### config.mk
export PLATFORM = sky130hd
export DESIGN_NAME = phy_reg_bridge
export DESIGN_NICKNAME = d
export VERILOG_FILES = /design/src/rtl/phy_bridge_pkg.sv /design/src/rtl/phy_bridge_rst_sync.sv /design/src/rtl/phy_bridge_cmd.sv /design/src/rtl/phy_bridge_rsp.sv /design/src/rtl/phy_reg_bridge.sv
export SDC_FILE = /design/constraint.sdc
export NUM_CORES = 1
export LEC_CHECK = 0
export BUFFER_PORTS_ARGS = -buffer_cell sky130_fd_sc_hd__buf_2
export CORE_MARGIN = 4
export CORE_UTILIZATION = 42
export CTS_CLUSTER_DIAMETER = 120
export DETAILED_ROUTE_END_ITERATION = 6
export PLACE_DENSITY = 0.86
export SLEW_MARGIN = 20
export SYNTH_ARGS = -nofsm -noshare
export SYNTH_HDL_FRONTEND = slang
export SYNTH_SLANG_ARGS = --single-unit
### constraint.sdc
create_clock -name clk -period 1.35 [get_ports clk]
set_input_delay 0.0675 -clock clk [delete_from_list [all_inputs] [get_ports clk]]
set_output_delay 0.0675 -clock clk [all_outputs]
set_load 0.01 [all_outputs]
### src/rtl/phy_bridge_pkg.sv
package phy_bridge_pkg;
  localparam int unsigned WORD_W = 32;
  localparam int unsigned ADDR_W = 4;
  localparam int unsigned DATA_W = 8;
  // bit positions inside the host-visible word
  localparam int unsigned POS_DONE = 31;
  localparam int unsigned POS_RXA  = 24;
  localparam int unsigned POS_RXD  = 16;
  localparam int unsigned POS_RD   = 15;
  localparam int unsigned POS_WR   = 14;
  localparam int unsigned POS_TA   = 8;
  localparam int unsigned POS_TD   = 0;
endpackage

### src/rtl/phy_bridge_rst_sync.sv
module phy_bridge_rst_sync #(
  parameter int unsigned STAGES = 2
) (
  input  logic clk,
  input  logic rst_n,
  output logic rst_sync_n
);
  logic [STAGES-1:0] sync_q;
  logic [STAGES-1:0] sync_d;

  always_comb begin
    sync_d = {sync_q[STAGES-2:0], 1'b1};
  end

  always_ff @(posedge clk or negedge rst_n) begin
    if (!rst_n) sync_q <= '0;
    else        sync_q <= sync_d;
  end

  assign rst_sync_n = sync_q[STAGES-1];
endmodule

### src/rtl/phy_bridge_cmd.sv
module phy_bridge_cmd
  import phy_bridge_pkg::*;
(
  input  logic              clk,
  input  logic              rst_n,
  input  logic              host_we,
  input  logic              host_rd_bit,
  input  logic              host_wr_bit,
  input  logic [ADDR_W-1:0] host_addr,
  input  logic [DATA_W-1:0] host_data,
  input  logic              req_ready,
  output logic              req_valid,
  output logic              req_is_write,
  output logic [ADDR_W-1:0] req_addr,
  output logic [DATA_W-1:0] req_data,
  output logic              start,
  output logic              rd_pend,
  output logic              wr_pend,
  output logic [ADDR_W-1:0] tgt_addr,
  output logic [DATA_W-1:0] tgt_data
);
  logic              rd_q, wr_q, rd_d, wr_d;
  logic [ADDR_W-1:0] addr_q, addr_d;
  logic [DATA_W-1:0] data_q, data_d;
  logic              busy, accept, sent, upd_en;

  always_comb begin
    busy   = rd_q | wr_q;
    accept = host_we & ~busy;
    sent   = busy & req_ready;
    upd_en = accept | sent;
    rd_d   = rd_q;
    wr_d   = wr_q;
    addr_d = addr_q;
    data_d = data_q;
    if (accept) begin
      addr_d = host_addr;
      data_d = host_data;
      rd_d   = host_rd_bit & ~host_wr_bit;
      wr_d   = host_wr_bit & ~host_rd_bit;
    end else if (sent) begin
      rd_d = 1'b0;
      wr_d = 1'b0;
    end
  end

  always_ff @(posedge clk or negedge rst_n) begin
    if (!rst_n) begin
      rd_q   <= 1'b0;
      wr_q   <= 1'b0;
      addr_q <= '0;
      data_q <= '0;
    end else if (upd_en) begin
      rd_q   <= rd_d;
      wr_q   <= wr_d;
      addr_q <= addr_d;
      data_q <= data_d;
    end
  end

  assign start        = accept & (host_rd_bit ^ host_wr_bit);
  assign req_valid    = busy;
  assign req_is_write = wr_q;
  assign req_addr     = addr_q;
  assign req_data     = wr_q ? data_q : '0;
  assign rd_pend      = rd_q;
  assign wr_pend      = wr_q;
  assign tgt_addr     = addr_q;
  assign tgt_data     = data_q;
endmodule

### src/rtl/phy_bridge_rsp.sv
module phy_bridge_rsp
  import phy_bridge_pkg::*;
(
  input  logic              clk,
  input  logic              rst_n,
  input  logic              start,
  input  logic              rsp_valid,
  input  logic [ADDR_W-1:0] rsp_addr,
  input  logic [DATA_W-1:0] rsp_data,
  output logic              done,
  output logic [ADDR_W-1:0] rx_addr,
  output logic [DATA_W-1:0] rx_data
);
  logic              done_q, done_d, done_en;
  logic [ADDR_W-1:0] rxa_q;
  logic [DATA_W-1:0] rxd_q;

  always_comb begin
    done_en = start | rsp_valid;
    // a starting request outranks a returning transfer
    done_d  = start ? 1'b0 : 1'b1;
  end

  always_ff @(posedge clk or negedge rst_n) begin
    if (!rst_n)       done_q <= 1'b0;
    else if (done_en) done_q <= done_d;
  end

  always_ff @(posedge clk or negedge rst_n) begin
    if (!rst_n) begin
      rxa_q <= '0;
      rxd_q <= '0;
    end else if (rsp_valid) begin
      rxa_q <= rsp_addr;
      rxd_q <= rsp_data;
    end
  end

  assign done    = done_q;
  assign rx_addr = rxa_q;
  assign rx_data = rxd_q;
endmodule

### src/rtl/phy_reg_bridge.sv
module phy_reg_bridge
  import phy_bridge_pkg::*;
#(
  parameter int unsigned SYNC_STAGES = 2
) (
  input  logic              clk,
  input  logic              rst_n,
  input  logic              host_we,
  input  logic [WORD_W-1:0] host_wdata,
  output logic [WORD_W-1:0] host_rdata,
  output logic              req_valid,
  input  logic              req_ready,
  output logic              req_is_write,
  output logic [ADDR_W-1:0] req_addr,
  output logic [DATA_W-1:0] req_data,
  input  logic              rsp_valid,
  input  logic [ADDR_W-1:0] rsp_addr,
  input  logic [DATA_W-1:0] rsp_data
);
  logic              rst_sync_n;
  logic              start, rd_pend, wr_pend, done;
  logic [ADDR_W-1:0] tgt_addr, rx_addr;
  logic [DATA_W-1:0] tgt_data, rx_data;
  logic              unused_wbits;

  assign unused_wbits = ^{host_wdata[WORD_W-1:POS_RXA], host_wdata[POS_RXD +: DATA_W],
                          host_wdata[POS_WR-1:POS_TA+ADDR_W]};

  phy_bridge_rst_sync #(.STAGES(SYNC_STAGES)) u_rst (
    .clk(clk), .rst_n(rst_n), .rst_sync_n(rst_sync_n)
  );

  phy_bridge_cmd u_cmd (
    .clk(clk), .rst_n(rst_sync_n),
    .host_we(host_we),
    .host_rd_bit(host_wdata[POS_RD]),
    .host_wr_bit(host_wdata[POS_WR]),
    .host_addr(host_wdata[POS_TA +: ADDR_W]),
    .host_data(host_wdata[POS_TD +: DATA_W]),
    .req_ready(req_ready), .req_valid(req_valid), .req_is_write(req_is_write),
    .req_addr(req_addr), .req_data(req_data), .start(start),
    .rd_pend(rd_pend), .wr_pend(wr_pend), .tgt_addr(tgt_addr), .tgt_data(tgt_data)
  );

  phy_bridge_rsp u_rsp (
    .clk(clk), .rst_n(rst_sync_n), .start(start),
    .rsp_valid(rsp_valid), .rsp_addr(rsp_addr), .rsp_data(rsp_data),
    .done(done), .rx_addr(rx_addr), .rx_data(rx_data)
  );

  always_comb begin
    host_rdata                      = '0;
    host_rdata[POS_DONE]            = done;
    host_rdata[POS_RXA +: ADDR_W]   = rx_addr;
    host_rdata[POS_RXD +: DATA_W]   = rx_data;
    host_rdata[POS_RD]              = rd_pend;
    host_rdata[POS_WR]              = wr_pend;
    host_rdata[POS_TA +: ADDR_W]    = tgt_addr;
    host_rdata[POS_TD +: DATA_W]    = tgt_data;
  end
endmodule

==> impl_metrics.csv <==
group,metric,value,unit
status,status,"finished with violations",
status,violations,"setup timing",
sta,slew_viol_final,0,
route,via_count,1048,
route,drt-initial-drc-count,30,
power_and_ir_drop,powerDensity,1130,mW/mm2
sta,fmax,711,MHz
global_routing,grt_max_degree,16,
placed_design,dp_hpwl,2110,um
worst_hold_path,hold_path.class,"in -> reg",
sta,finalClockSkew,0.00415,ns
layout,final_util,0.707,
global_routing,grt_overflow_total,0,
logic_synthesis,synth_top_cell_area_share,0.574,
route,drt.antenna.violating_nets,0,
logic_synthesis,synth_cell_types,18,
clock_network,cts_buffer_depth,2,
global_routing,grt_pass1_vias,1092,
setup_path,crit_top_cell,"buf_6",
layout,diodes,0,
floorplan,start_util,0.447,
worst_hold_path,hp-start,"host_we",
placed_design,portBuffers,71,
logic_synthesis,synth_cells,92,
global_routing,grt_pass1_wl,5220,um
route,viasPerCell,4.68,
floorplan,die_h,62.9,um
global_routing,grt_usage,0.172,
sta,setup-violations-final,12,
placed_design,dpl_worst_slack,0.0408,ns
sta,finalHoldViolCount,0,
route,drc,0,
floorplan,rows,19,
clock_network,cts_tree,"yes",
layout,nets,244,
setup_path,end_kind,"register",
logic_synthesis,ys_ff_latch,29,
clock_network,clock-root-buffer,"clkbuf_4",
floorplan,dieArea,0.00395,mm2
layout,drive_above_1_share,0.575,
route,wl_per_cell,15.3,um
setup_path,cp_max_fo,5,
global_routing,antenna_found_initial,0,
logic_synthesis,synth_seq_area_share,0.574,
sta,period_minus_slack,1.41,ns
route,drt-total-wl,3430,um
logic_synthesis,yosysWarnings,0,
setup_path,crit_path_cell_trace,"buf_6, nor3b_4, buf_6, mux2_4",
sta,post-route-period-util,1.04,
sta,rsz0062_at_grt,"true",
power_and_ir_drop,p_leak,1.05,nW
setup_path,cpPeakStageDelay,0.39,ns
logic_synthesis,post_synth_instance_area,0.00126,mm2
flow_run,maxCapViolCount,0,
logic_synthesis,avgSynthCellArea,13.7,um2
setup_path,r2r_start,"u_cmd.req_is_write$_DFFE_PN0P_",
clock_network,clkLatencyLatePin,0.31,ns
setup_path,cp_slowest_cell,"dfrtp_1",
placed_design,gp_congestion,0.699,
setup_path,crit_start,"u_cmd.req_is_write$_DFFE_PN0P_",
power_and_ir_drop,ir_drop,0.000905,V
setup_path,crit_required,1.54,ns
clock_network,cts_num_sinks,29,
clock_network,cts_buffers,5,
clock_network,h-tree-depth,2,
layout,syn_to_final_growth,58.2,%
floorplan,core-area,0.00283,mm2
setup_path,crit_path_start_kind,"register",
sta,setup_ws,-0.0560,ns
logic_synthesis,yosysTopAreaCell,"dfrtp_1",
route,drt_first_pass_iters,3,
clock_network,clk_pin_slew,0.08,ns
setup_path,crit_arrival,1.60,ns
floorplan,die_x,62.9,um
setup_path,crit_type,"reg -> reg",
logic_synthesis,netlist_top_cells_area,"dfrtp_1 57%, mux2_2 21%, buf_4 7.1%",
floorplan,boundaryPins,95,
per-layer routing:
layer / vias up / GRT usage / part of all wire
li1: 483 / - / -
met2: 55 / 0.332 / 0.58
met3: 10 / 0.0647 / 0.074
met1: 500 / 0.162 / 0.33
met4: 0 / 0.0606 / 0.022
met5: - / 0 / 0
report_power, final:
group	total (mW)	internal, mW	switching, mW
registers	1.07	0.990	0.0781
logic	0.679	0.387	0.291
clock network	0.505	0.245	0.260
total	2.25	1.62	0.629
synth_stat cells, drive strengths merged:
cell	instances
inv	4
and2	8
o22ai	1
nor2	1
conb	2
mux2i	1
nor3b	1
clkbuf	1
ha	2
dfrtp	29
nand3b	1
nand2	1
or2	1
buf	14
a21oi	1
mux2	24
stage by stage:
step | power (mW) | std cells | setup TNS (ns) | area [um2] | hold slack (ns)
after global routing | 2.39 | 224 | -1.11 | 2000 | 0.0333
after floorplan | 1.42 | 96 | 0 | 1280 | -0.228
after detailed placement | 1.62 | 189 | 0 | 1610 | -0.142
after global placement | 1.60 | 189 | 0 | 1610 | -0.147
after CTS | 2.21 | 222 | -0.369 | 1940 | 0.000137
final | 2.25 | 224 | -0.453 | 2000 | 0.0229
critical path: cells and delay by family, from the launching register on:
kind	cells	cell delay [ns]
buffers and inverters	2	0.31
DFF	1	0.39
and+or+nand+nor	1	0.28
muxes	1	0.31
final cells by class:
cell class,instances,area [um2]
Fill cell,204,828
Clock buffer,7,55.1
Timing Repair Buffer,105,697
Inverter,4,15.0
Multi-Input combinational cell,48,469
Tap cell,31,38.8
Sequential cell,29,726
path summary, 6_finish.rpt:
kind | to | slack, ns | cells past startpoint
setup / recovery | u_cmd.req_addr[3]$_DFFE_PN0P_ | -0.06 | 4
hold / removal | u_cmd.req_is_write$_DFFE_PN0P_ | 0.02 | 3
setup reg to reg | u_cmd.req_addr[3]$_DFFE_PN0P_ | -0.06 | 4
hold reg to reg | u_cmd.req_addr[2]$_DFFE_PN0P_ | 0.22 | 1
max in group asynchronous | u_cmd.req_addr[0]$_DFFE_PN0P_ | 0.94 | 1
min in group asynchronous | u_rst.sync_q[0]$_DFF_PN0_ | 0.08 | 2
cells by family after synthesis:
family                   count (synthesis)  share of synthesized area
other                                    2                    0.00594
AND/OR/NAND/NOR                         13                     0.0712
buffers and inverters                   19                     0.0989
multiplexers                            25                      0.222
flip-flops                              29                      0.574
AO/OA/AOI/OAI                            2                    0.00890
adder cells (fa/ha/maj)                  2                     0.0198
state kept, by name, indices dropped and copies added, names as in the netlist:
register,count
u_cmd.rd_pend,1
u_cmd.req_addr,4
u_cmd.req_is_write,1
u_cmd.tgt_data,8
u_rsp.done,1
u_rsp.rx_addr,4
u_rsp.rx_data,8
u_rst.sync_q,2
layout by cell type, fill, tap and decap left out, drive strengths merged:
master and n:
dlygate4sd3 26, mux2 24, conb 6, ha 2
clkbuf 7, buf 79, mux2i 1, o22ai 1
nor2 1, inv 4, or2 1, nor3b 1
a21oi 1, and2 8, nand3b 1, dfrtp 29
nand2 1
repair_timing:
| action | in CTS | in global routing |
|---|---|---|
| hold buffers | 25 | 1 |
| gates resized for setup | 4 | 14 |
| hold endpoints to repair | 27 | 1 |
| cloned | 0 | 1 |
| pin swaps | 0 | 1 |
| setup buffers | 1 | 1 |
| setup endpoints to repair | 1 | 12 |
Power figures use the tool's default switching activity.
